--- src/rtl/wdog_pkg.sv ---
package wdog_pkg;
  localparam int DATA_W = 32;
  localparam int ADDR_W = 8;

  localparam logic [ADDR_W-1:0] OFS_ID   = 8'h00;
  localparam logic [ADDR_W-1:0] OFS_SYS  = 8'h10;
  localparam logic [ADDR_W-1:0] OFS_CTL  = 8'h24;
  localparam logic [ADDR_W-1:0] OFS_CNT  = 8'h28;
  localparam logic [ADDR_W-1:0] OFS_LOAD = 8'h2C;
  localparam logic [ADDR_W-1:0] OFS_TRIG = 8'h30;
  localparam logic [ADDR_W-1:0] OFS_PEND = 8'h34;
  localparam logic [ADDR_W-1:0] OFS_KEY  = 8'h48;

  // pending-bit positions (software decodes these)
  localparam int PB_CTL  = 0;
  localparam int PB_CNT  = 1;
  localparam int PB_LOAD = 2;
  localparam int PB_TRIG = 3;
  localparam int PB_KEY  = 4;
  localparam int NPEND   = 5;

  localparam logic [DATA_W-1:0] KEY_RUN_A  = 32'h0000_BBBB;
  localparam logic [DATA_W-1:0] KEY_RUN_B  = 32'h0000_4444;
  localparam logic [DATA_W-1:0] KEY_HALT_A = 32'h0000_AAAA;
  localparam logic [DATA_W-1:0] KEY_HALT_B = 32'h0000_5555;

  typedef enum logic [1:0] {
    KS_IDLE       = 2'd0,
    KS_RUN_ARMED  = 2'd1,
    KS_HALT_ARMED = 2'd2
  } key_state_t;
endpackage

--- src/rtl/wdog_pend.sv ---
module wdog_pend #(
  parameter int NREG     = 5,
  parameter int PEND_CYC = 4
) (
  input  logic            clk,
  input  logic            rst,
  input  logic [NREG-1:0] req,
  output logic [NREG-1:0] busy,
  output logic [NREG-1:0] accept
);
  localparam int CW = $clog2(PEND_CYC + 1);

  for (genvar i = 0; i < NREG; i++) begin : g_bit
    logic [CW-1:0] cnt_q;

    always_ff @(posedge clk) begin
      if (rst)
        cnt_q <= '0;
      else if (req[i] && cnt_q == '0)
        cnt_q <= CW'(PEND_CYC);
      else if (cnt_q != '0)
        cnt_q <= cnt_q - CW'(1);
    end

    assign busy[i]   = (cnt_q != '0);
    assign accept[i] = req[i] && !busy[i];

    AST_PEND_ARM: assert property (@(posedge clk) disable iff (rst)
      (req[i] && !busy[i]) |=> (cnt_q == CW'(PEND_CYC)));
    AST_PEND_IGNORE: assert property (@(posedge clk) disable iff (rst)
      (req[i] && busy[i]) |=> (cnt_q == $past(cnt_q) - CW'(1)));
  end
endmodule

--- src/rtl/wdog_prescale.sv ---
module wdog_prescale #(
  parameter int PTV_W = 3
) (
  input  logic             clk,
  input  logic             rst,
  input  logic             run,
  input  logic             pre_en,
  input  logic [PTV_W-1:0] ptv,
  output logic             tick
);
  localparam int DIV_W = (1 << PTV_W) - 1;

  logic [DIV_W-1:0] div_q;
  logic [DIV_W-1:0] mask;
  logic             wrap;

  assign mask = DIV_W'(({{DIV_W{1'b0}}, 1'b1} << ptv) - 1'b1);
  assign wrap = !pre_en || (div_q >= mask);
  assign tick = run && wrap;

  always_ff @(posedge clk) begin
    if (rst || !run)
      div_q <= '0;
    else if (wrap)
      div_q <= '0;
    else
      div_q <= div_q + DIV_W'(1);
  end

  AST_TICK_NEEDS_RUN: assert property (@(posedge clk) disable iff (rst)
    !run |=> (div_q == '0));
endmodule

--- src/rtl/wdog_keyseq.sv ---
module wdog_keyseq
  import wdog_pkg::*;
(
  input  logic              clk,
  input  logic              rst,
  input  logic              key_wr,
  input  logic [DATA_W-1:0] key_val,
  output logic              running
);
  key_state_t st_q;

  always_ff @(posedge clk) begin
    if (rst) begin
      st_q    <= KS_IDLE;
      running <= 1'b0;
    end else if (key_wr) begin
      if (key_val == KEY_RUN_A)
        st_q <= KS_RUN_ARMED;
      else if (key_val == KEY_HALT_A)
        st_q <= KS_HALT_ARMED;
      else begin
        st_q <= KS_IDLE;
        if (st_q == KS_RUN_ARMED && key_val == KEY_RUN_B)
          running <= 1'b1;
        if (st_q == KS_HALT_ARMED && key_val == KEY_HALT_B)
          running <= 1'b0;
      end
    end
  end

  AST_START_KEY: assert property (@(posedge clk) disable iff (rst)
    $rose(running) |-> ($past(st_q) == KS_RUN_ARMED && $past(key_wr)
                        && $past(key_val) == KEY_RUN_B));
  AST_STOP_KEY: assert property (@(posedge clk) disable iff (rst)
    $fell(running) |-> ($past(st_q) == KS_HALT_ARMED && $past(key_wr)
                        && $past(key_val) == KEY_HALT_B));
endmodule

--- src/rtl/wdog_keyed.sv ---
module wdog_keyed
  import wdog_pkg::*;
#(
  parameter int          CNT_W    = 32,
  parameter int          PTV_W    = 3,
  parameter int          PEND_CYC = 4,
  parameter logic [7:0]  REV      = 8'h31
) (
  input  logic              clk,
  input  logic              rst,
  input  logic              bus_wr,
  input  logic              bus_rd,
  input  logic [7:0]        bus_addr,
  input  logic [31:0]       bus_wdata,
  output logic [31:0]       bus_rdata,
  output logic              wdt_expire
);
  localparam int CTL_LSB = 2;
  localparam int CTL_EN  = CTL_LSB + PTV_W;

  logic             pre_en_q;
  logic [PTV_W-1:0] ptv_q;
  logic [CNT_W-1:0] cnt_q;
  logic [CNT_W-1:0] load_q;
  logic [DATA_W-1:0] trig_q;
  logic [DATA_W-1:0] key_q;
  logic [DATA_W-1:0] sys_q;

  logic [NPEND-1:0] req, busy, acc;
  logic             running, tick, trig_reload, ovf;
  logic [DATA_W-1:0] rd_mux;

  assign req[PB_CTL]  = bus_wr && bus_addr == OFS_CTL;
  assign req[PB_CNT]  = bus_wr && bus_addr == OFS_CNT;
  assign req[PB_LOAD] = bus_wr && bus_addr == OFS_LOAD;
  assign req[PB_TRIG] = bus_wr && bus_addr == OFS_TRIG;
  assign req[PB_KEY]  = bus_wr && bus_addr == OFS_KEY;

  wdog_pend #(.NREG(NPEND), .PEND_CYC(PEND_CYC)) u_pend (
    .clk(clk), .rst(rst), .req(req), .busy(busy), .accept(acc)
  );

  wdog_keyseq u_key (
    .clk(clk), .rst(rst), .key_wr(acc[PB_KEY]), .key_val(bus_wdata),
    .running(running)
  );

  wdog_prescale #(.PTV_W(PTV_W)) u_pre (
    .clk(clk), .rst(rst), .run(running), .pre_en(pre_en_q), .ptv(ptv_q),
    .tick(tick)
  );

  assign trig_reload = acc[PB_TRIG] && (bus_wdata != trig_q);
  assign ovf         = tick && (cnt_q == {CNT_W{1'b1}});

  always_comb begin
    rd_mux = '0;
    case (bus_addr)
      OFS_ID:   rd_mux[7:0] = REV;
      OFS_SYS:  rd_mux = sys_q;
      OFS_CTL:  begin
        rd_mux[CTL_EN] = pre_en_q;
        rd_mux[CTL_EN-1:CTL_LSB] = ptv_q;
      end
      OFS_CNT:  rd_mux[CNT_W-1:0] = cnt_q;
      OFS_LOAD: rd_mux[CNT_W-1:0] = load_q;
      OFS_TRIG: rd_mux = trig_q;
      OFS_PEND: rd_mux[NPEND-1:0] = busy;
      OFS_KEY:  rd_mux = key_q;
      default:  rd_mux = '0;
    endcase
  end

  always_ff @(posedge clk) begin
    if (rst) begin
      pre_en_q   <= 1'b0;
      ptv_q      <= '0;
      cnt_q      <= '0;
      load_q     <= '0;
      trig_q     <= '0;
      key_q      <= '0;
      sys_q      <= '0;
      wdt_expire <= 1'b0;
      bus_rdata  <= '0;
    end else begin
      wdt_expire <= 1'b0;
      if (acc[PB_CTL]) begin
        pre_en_q <= bus_wdata[CTL_EN];
        ptv_q    <= bus_wdata[CTL_EN-1:CTL_LSB];
      end
      if (acc[PB_LOAD]) load_q <= bus_wdata[CNT_W-1:0];
      if (acc[PB_TRIG]) trig_q <= bus_wdata;
      if (acc[PB_KEY])  key_q  <= bus_wdata;
      if (bus_wr && bus_addr == OFS_SYS) sys_q <= bus_wdata;

      if (acc[PB_CNT])
        cnt_q <= bus_wdata[CNT_W-1:0];
      else if (trig_reload)
        cnt_q <= load_q;
      else if (ovf) begin
        cnt_q      <= load_q;
        wdt_expire <= 1'b1;
      end else if (tick)
        cnt_q <= cnt_q + CNT_W'(1);

      if (bus_rd) bus_rdata <= rd_mux;
    end
  end

  AST_EXPIRE_RELOAD: assert property (@(posedge clk) disable iff (rst)
    wdt_expire |-> (cnt_q == $past(load_q)));
  AST_HALT_STABLE: assert property (@(posedge clk) disable iff (rst)
    (!running && !acc[PB_CNT] && !trig_reload) |=> $stable(cnt_q));
  AST_SAME_TRIG: assert property (@(posedge clk) disable iff (rst)
    (acc[PB_TRIG] && bus_wdata == trig_q && !running && !acc[PB_CNT])
      |=> $stable(cnt_q));
endmodule

--- config.mk ---
export PLATFORM = sky130hd
export DESIGN_NAME = wdog_keyed
export DESIGN_NICKNAME = d
export VERILOG_FILES = /design/src/rtl/wdog_pkg.sv /design/src/rtl/wdog_pend.sv /design/src/rtl/wdog_prescale.sv /design/src/rtl/wdog_keyseq.sv /design/src/rtl/wdog_keyed.sv
export SDC_FILE = /design/constraint.sdc
export NUM_CORES = 1
export LEC_CHECK = 0
export BUFFER_PORTS_ARGS = -buffer_cell sky130_fd_sc_hd__buf_4
export CORE_MARGIN = 2
export CORE_UTILIZATION = 61
export CTS_CLUSTER_DIAMETER = 80
export CTS_CLUSTER_SIZE = 24
export DETAILED_ROUTE_END_ITERATION = 8
export GPL_TIMING_DRIVEN = 0
export PLACE_DENSITY_LB_ADDON = 0.05
export SLEW_MARGIN = 20
export SYNTH_ARGS = -nofsm -noshare
export SYNTH_HDL_FRONTEND = slang
export SYNTH_SLANG_ARGS = --single-unit
--- constraint.sdc ---
create_clock -name clk -period 5.2 [get_ports clk]
set_input_delay 0.26 -clock clk [delete_from_list [all_inputs] [get_ports clk]]
set_output_delay 0.26 -clock clk [all_outputs]
set_load 0.02 [all_outputs]
**Yosys cells after proc, flatten, opt, wreduce, memory -nomap -nowiden**

Cells that the tools add are included.
Widths: inputs -> output; s select.

- Output and inout bits: 33
- Input bits: 44
- Register bits: 222
- Logic and storage cells: 129

- Bitwise gates (word level): 2
- $lt $le $gt $ge: 1
- Shifts and indexed selects: 1
- Reductions and logical operators: 56
- Muxes and demuxes: 24
- Add/subtract/negate cells: 8
- Eq/ne operators: 15

Operator list:

| operator | count |
|---|---|
| $mux 32 | 4 |
| $pmux 24 s5 | 1 |
| $eq 32x15->1 const B | 2 |
| $eq 32x16->1 const B | 2 |
| $eq 8x6->1 const B | 5 |
| $add 32x1->32 const B | 1 |
| $eq 32x32->1 const B | 1 |
| $ne 32x32->1 | 1 |
| $mux 3 | 10 |
| $pmux 3 s8 | 1 |
| $logic_and 1x1->1 | 21 |
| $logic_not 3->1 | 5 |
| $reduce_bool 3->1 | 5 |
| $sub 3x1->3 const B | 5 |
| $pmux 2 s7 | 1 |
| $reduce_bool 2->1 | 6 |
| $reduce_or 2->1 | 6 |
| $pmux 2 s5 | 1 |
| $eq 8x5->1 const B | 1 |
| $eq 8x7->1 const B | 1 |
| $logic_not 8->1 | 1 |
| $add 7x1->7 const B | 1 |
| $ge 7x7->1 | 1 |
| $logic_not 1->1 | 7 |
| 12 further kinds | 17 |

**Logic depth before layout (Yosys ltp)**

- Depth after elaboration: 9
- Mapped depth: 17
- Mapped depth without buffers: 14

**Modules after synthesis**

Synthesis repeated with hierarchy kept, for this count alone.

- Cell total of the unflattened synthesis: 1,298
- Area, all modules: 11,040.6 µm²

Modules (own cells, without submodules):

| module | area an instance (µm²) | instances | sequential area each (µm²) | cells an instance |
|---|---|---|---|---|
| wdog_keyed | 9,298.9 | 1 | 3,943.8 | 1,105 |
| wdog_pend | 937.1 | 1 | 300.3 | 96 |
| wdog_prescale | 531.8 | 1 | 140.1 | 65 |
| wdog_keyseq | 272.8 | 1 | 60.1 | 32 |

**Least setup slack after synthesis**

No wires, ideal clock.

- Kind: reg2reg
- From: register ptv_q[2]
- To: register cnt_q[29]
- Buffers on the path: 2
- Cell stages (with the launch flop): 16
- Arrival time: 3,560 ps
- Period minus slack after synthesis: 3,639 ps
- Required time: 5,121 ps
- Library setup time: 79 ps
- Path slack: 1,561 ps
- Path through: dfxtp_1 -> clkbuf_1 -> or3_1 -> ha_1 -> clkbuf_1 -> nor3_1 -> a21oi_1 -> o21a_1 -> ha_1 -> and3_1 -> a221oi_1 -> o21ai_0 -> nor4b_4 -> nor3_2 -> mux2_2 -> a211oi_2

- Cells in the longest elaborated chain, start to end: 9
- Elaborated cells on any way between the ends: 10
- Those cells by class: 1 x add/sub; 1 x order compare; 1 x shift; 3 x mux; 4 x reduce/logical

RTL lines:

| what | line | text |
|---|---|---|
| from (decl) | wdog_keyed.sv:22 | `logic [PTV_W-1:0] ptv_q;` |
| from (signal assigned) | wdog_keyed.sv:89 | `ptv_q <= bus_wdata[CTL_EN-1:CTL_LSB];` |
| $shl 1x3->7 * | wdog_prescale.sv:17 | `assign mask = DIV_W'(({{DIV_W{1'b0}}, 1'b1} << ptv) - 1'b1);` |
| $sub 7x1->7 * | wdog_prescale.sv:17 |  |
| $ge 7x7->1 * | wdog_prescale.sv:18 | `assign wrap = !pre_en \|\| (div_q >= mask);` |
| $logic_or 1x1->1 * | wdog_prescale.sv:18 |  |
| $logic_and 1x1->1 * | wdog_prescale.sv:19 | `assign tick = run && wrap;` |
| $logic_and 1x1->1 | wdog_keyed.sv:54 | `assign ovf = tick && (cnt_q == {CNT_W{1'b1}});` |
| $mux 32 | wdog_keyed.sv:100 | `else if (ovf) begin` |
| $mux 32 | wdog_keyed.sv:98 | `else if (trig_reload)` |
| $mux 32 | wdog_keyed.sv:96 | `if (acc[PB_CNT])` |
| to (signal assigned) | wdog_keyed.sv:97 | `cnt_q <= bus_wdata[CNT_W-1:0];` |
| to (signal assigned) | wdog_keyed.sv:99 | `cnt_q <= load_q;` |
| to (signal assigned) | wdog_keyed.sv:101 | `cnt_q <= load_q;` |
| to (decl) | wdog_keyed.sv:23 | `logic [CNT_W-1:0] cnt_q;` |

Every way passes the cells marked *; elsewhere a longest branch is shown, timed or not.
A chain may end at the register's enable or synchronous reset.

**Worst setup path in the final report**

- From: register ptv_q[2]
- To: register cnt_q[15]

The elaborated chain is that of the path after synthesis.

==> impl_metrics.tcl <==
set metrics [dict create \
    maxCapViolations 0 \
    synth_top_family_by_area "simple AND/OR/NAND/NOR gates" \
    gr-total-overflow 0 \
    rsz0062_at_grt "no" \
    cpMostUsedCell "clkbuf_1" \
    muxShareOfSynthArea_pct 1.01 \
    clk_path_buf_depth 3 \
    ant_nets 0 \
    fmax_ghz 0.231 \
    synth_top_cell_area_share_pct 40.2 \
    numClockSinks 222 \
    die_area_mm2 0.0192 \
    multiInputGateArea_mm2 0.00591 \
    powerDensity_mw_per_mm2 281 \
    drt_iter0_markers 1768 \
    critPathCaptureType "flip-flop" \
    htree_num_levels 1 \
    wl_per_cell_um 21.9 \
    period_minus_slack_ps 4330 \
    max_slew_margin_pct 35.2 \
    cp-start-kind "flip-flop" \
    cpMaxStageDelayCell "clkbuf_1" \
    grt_pass1_vias 10300 \
    startpoint "ptv_q[2]" \
    yosys.area_share.adder_pct 2.27 \
    yosys.area_share.simple_pct 22.8 \
    fin_crit_sh_pct 83.3 \
    cts_buffers 13 \
    critPathMaxStageDelay_ps 450 \
    clock_latency_ps 490 \
    worstHoldStart "bus_wdata[22]" \
    slew_viol_final 0 \
    synthCells 1427 \
    post-cts-setup-buffers 0 \
    critPathKind "reg -> reg" \
    io_pins 77 \
    clk_pin_slew_ps 100 \
    gp_congestion 1.01 \
    ys.flop_type "dfxtp_1" \
    fin_worst_skew_ps 22.2 \
    post_drt_via_cell_ratio 6.55 \
    async_reset_ff_share_pct 0 \
    yosys.area_share.xor_xnor_pct 5.00 \
    fin_tns_setup_ps 0 \
    hold_viol 0 \
    status "finished clean" \
    antenna_found_initial 0 \
    cts_hold_buf 0 \
    yosysTopAreaCell "dfxtp_1" \
    fill_cells 1573 \
    layout-drive-gt1-share_pct 6.81 \
    drtPass1Iterations 9 \
    p_leak_nw 3.81 \
    syn_nets 1491 \
    grt_first_pass_wirelength_mm 58.3 \
    ir_drop_v 0.000355 \
    die_w_um 139 \
    nets 1546 \
    hp-class "in -> reg" \
    synth_top_cells_by_area "dfxtp_1 (40%), nand2_1 (11%), a21oi_1 (7.8%)" \
    drt-total-wl_mm 37.4 \
    synth_edf_count 0 \
    crit_buf_inv 3 \
    timing.rr.start "ptv_q[2]" \
    finalSetupViolCount 0 \
    floorplan.initialDensity_pct 61.9 \
    arrival_ps 4730 \
    hpwl_mm 27.9 \
    drcViolationCount 0 \
    worst_slew_pin_slew_ps 964 \
    required_ps 5600 \
    diodes 0 \
    rows 49 \
    crit_path_max_fanout 10 \
    numPortBuffers 40 \
    yosysSeqAreaShare_pct 40.2 \
    synth_warnings 0 \
    post_cts_resized 0 \
    grt_util_all_layers_pct 38.2 \
    syn_to_final_growth_pct 8.59 \
    r2r_slack_ps 870 \
    core-area_mm2 0.0178 \
    die_h_um 139 \
    critPathTopFamily "simple AND/OR/NAND/NOR gates" \
    synth-compound-area-share_pct 22.4 \
    dr_total_vias 11200 \
    final_common_cell "nand2_1" \
    worstPathCellList "clkbuf_1 > or3_1 > ha_1 > clkbuf_1 > nor3_1 > a21oi_1 > o21a_1 > ha_1 > and3_1 > a221oi_1 > o21ai_0 > nand4_1 > and2_1 > clkbuf_1 > a31oi_1 > a311oi_1" \
    power.total_mw 3.37 \
    grt_max_degree 25 \
    syn_area_mm2 0.0110 \
    synth-seq-cells 222 \
    seq_area_mm2 0.00444 \
    cts_tree "yes" \
    synth.distinct_cells 66 \
    syn_avg_cell_area_um2 7.74 \
    final_cell_mix "nand2_1 (327), dfxtp_1 (222), a21oi_1 (171)" \
    cts-root-buf "clkbuf_16" \
]
==> worst paths after layout <==
check,endpoint,depth (start not counted)
hold reg to reg,key_q[19],2
setup / recovery,cnt_q[15],16
setup reg to reg,cnt_q[15],16
hold / removal,key_q[22],3
==> sequential cells by signal, summed over array words and instances, names as in the netlist, 2 cells and up <==
| signal | count |
|---|---|
| u_pend.g_bit.cnt_q | 15 |
| key_q | 32 |
| bus_rdata | 32 |
| cnt_q | 32 |
| ptv_q | 3 |
| sys_q | 32 |
| u_key.st_q | 2 |
| trig_q | 32 |
| load_q | 32 |
| u_pre.div_q | 7 |
==> synthesized netlist by cell type, drive strengths merged, types with 3 or more instances <==
library cell	count
mux2i	10
a21o	3
inv	24
and4b	4
nand2	327
o221ai	3
or2	3
o2bb2ai	3
nor2b	6
dfxtp	222
a31o	4
nand4	19
nor4	17
clkbuf	122
o22ai	5
nor4b	4
a221oi	8
nor3b	4
nand2b	5
buf	26
or3	4
nor2	114
and3	9
o31ai	3
a222oi	29
a211oi	10
a311oi	48
a21oi	171
ha	20
or4	5
xor2	12
o21ai	4
a31oi	25
a22oi	31
nor3	17
o211ai	4
nand3	25
xnor2	51
==> worst register-to-register path: stages, from the launching register on <==
cell      delay (ps)
dfxtp_1          300
clkbuf_1         190
or3_1            440
ha_1             190
clkbuf_1         160
nor3_1           160
a21oi_1           60
o21a_1           190
ha_1             260
and3_1           170
a221oi_1         340
o21ai_0          290
nand4_1          370
and2_1           220
clkbuf_1         450
a31oi_1          170
a311oi_1         280
==> area by class of cell <==
type,count,area share [%]
buffer,148,5.00
clock buffer,14,2.83
clock inverter,3,0.188
inverter,24,0.751
multi-input combinational,1033,49.3
sequential,222,37.1
tap,229,2.39
timing repair buffer,40,2.50
==> stage by stage <==
stage | util [%] | std cells | area [um2] | setup slack (ps) | hold WS, ps
CTS | 67.2 | 1713 | 12000 | 926 | 71.8
finish | 67.2 | 1713 | 12000 | 870 | 78.2
global placement | 65.2 | 1696 | 11600 | 1020 | 441
floorplan | - | 1427 | 11000 | 1560 | 426
global route | 67.2 | 1713 | 12000 | 544 | 85.7
detailed placement | 65.2 | 1696 | 11600 | 951 | 446
==> metal layers <==
metal	track usage, %	up-vias	wire length, um
li1	-	5142	-
met1	54.0	5159	14700
met2	58.7	820	16400
met3	7.39	91	4990
met4	13.6	0	1340
met5	0	-	0
==> kinds of logic (layout without fill, tap and decap cells) <==
family | Yosys count | after routing
DFF | 222 | 222
xor gates and xnor gates | 63 | 63
buffers and inverters | 172 | 229
muxes | 11 | 11
AOI/OAI and AO/OA | 368 | 368
and+or+nand+nor | 571 | 571
adders and majority gates | 20 | 20
==> power breakdown <==
group          internal (mW)  switching, mW
Sequential              1.76         0.0373
Clock                  0.477          0.594
Combinational          0.183          0.321
Power figures use the tool's default switching activity.
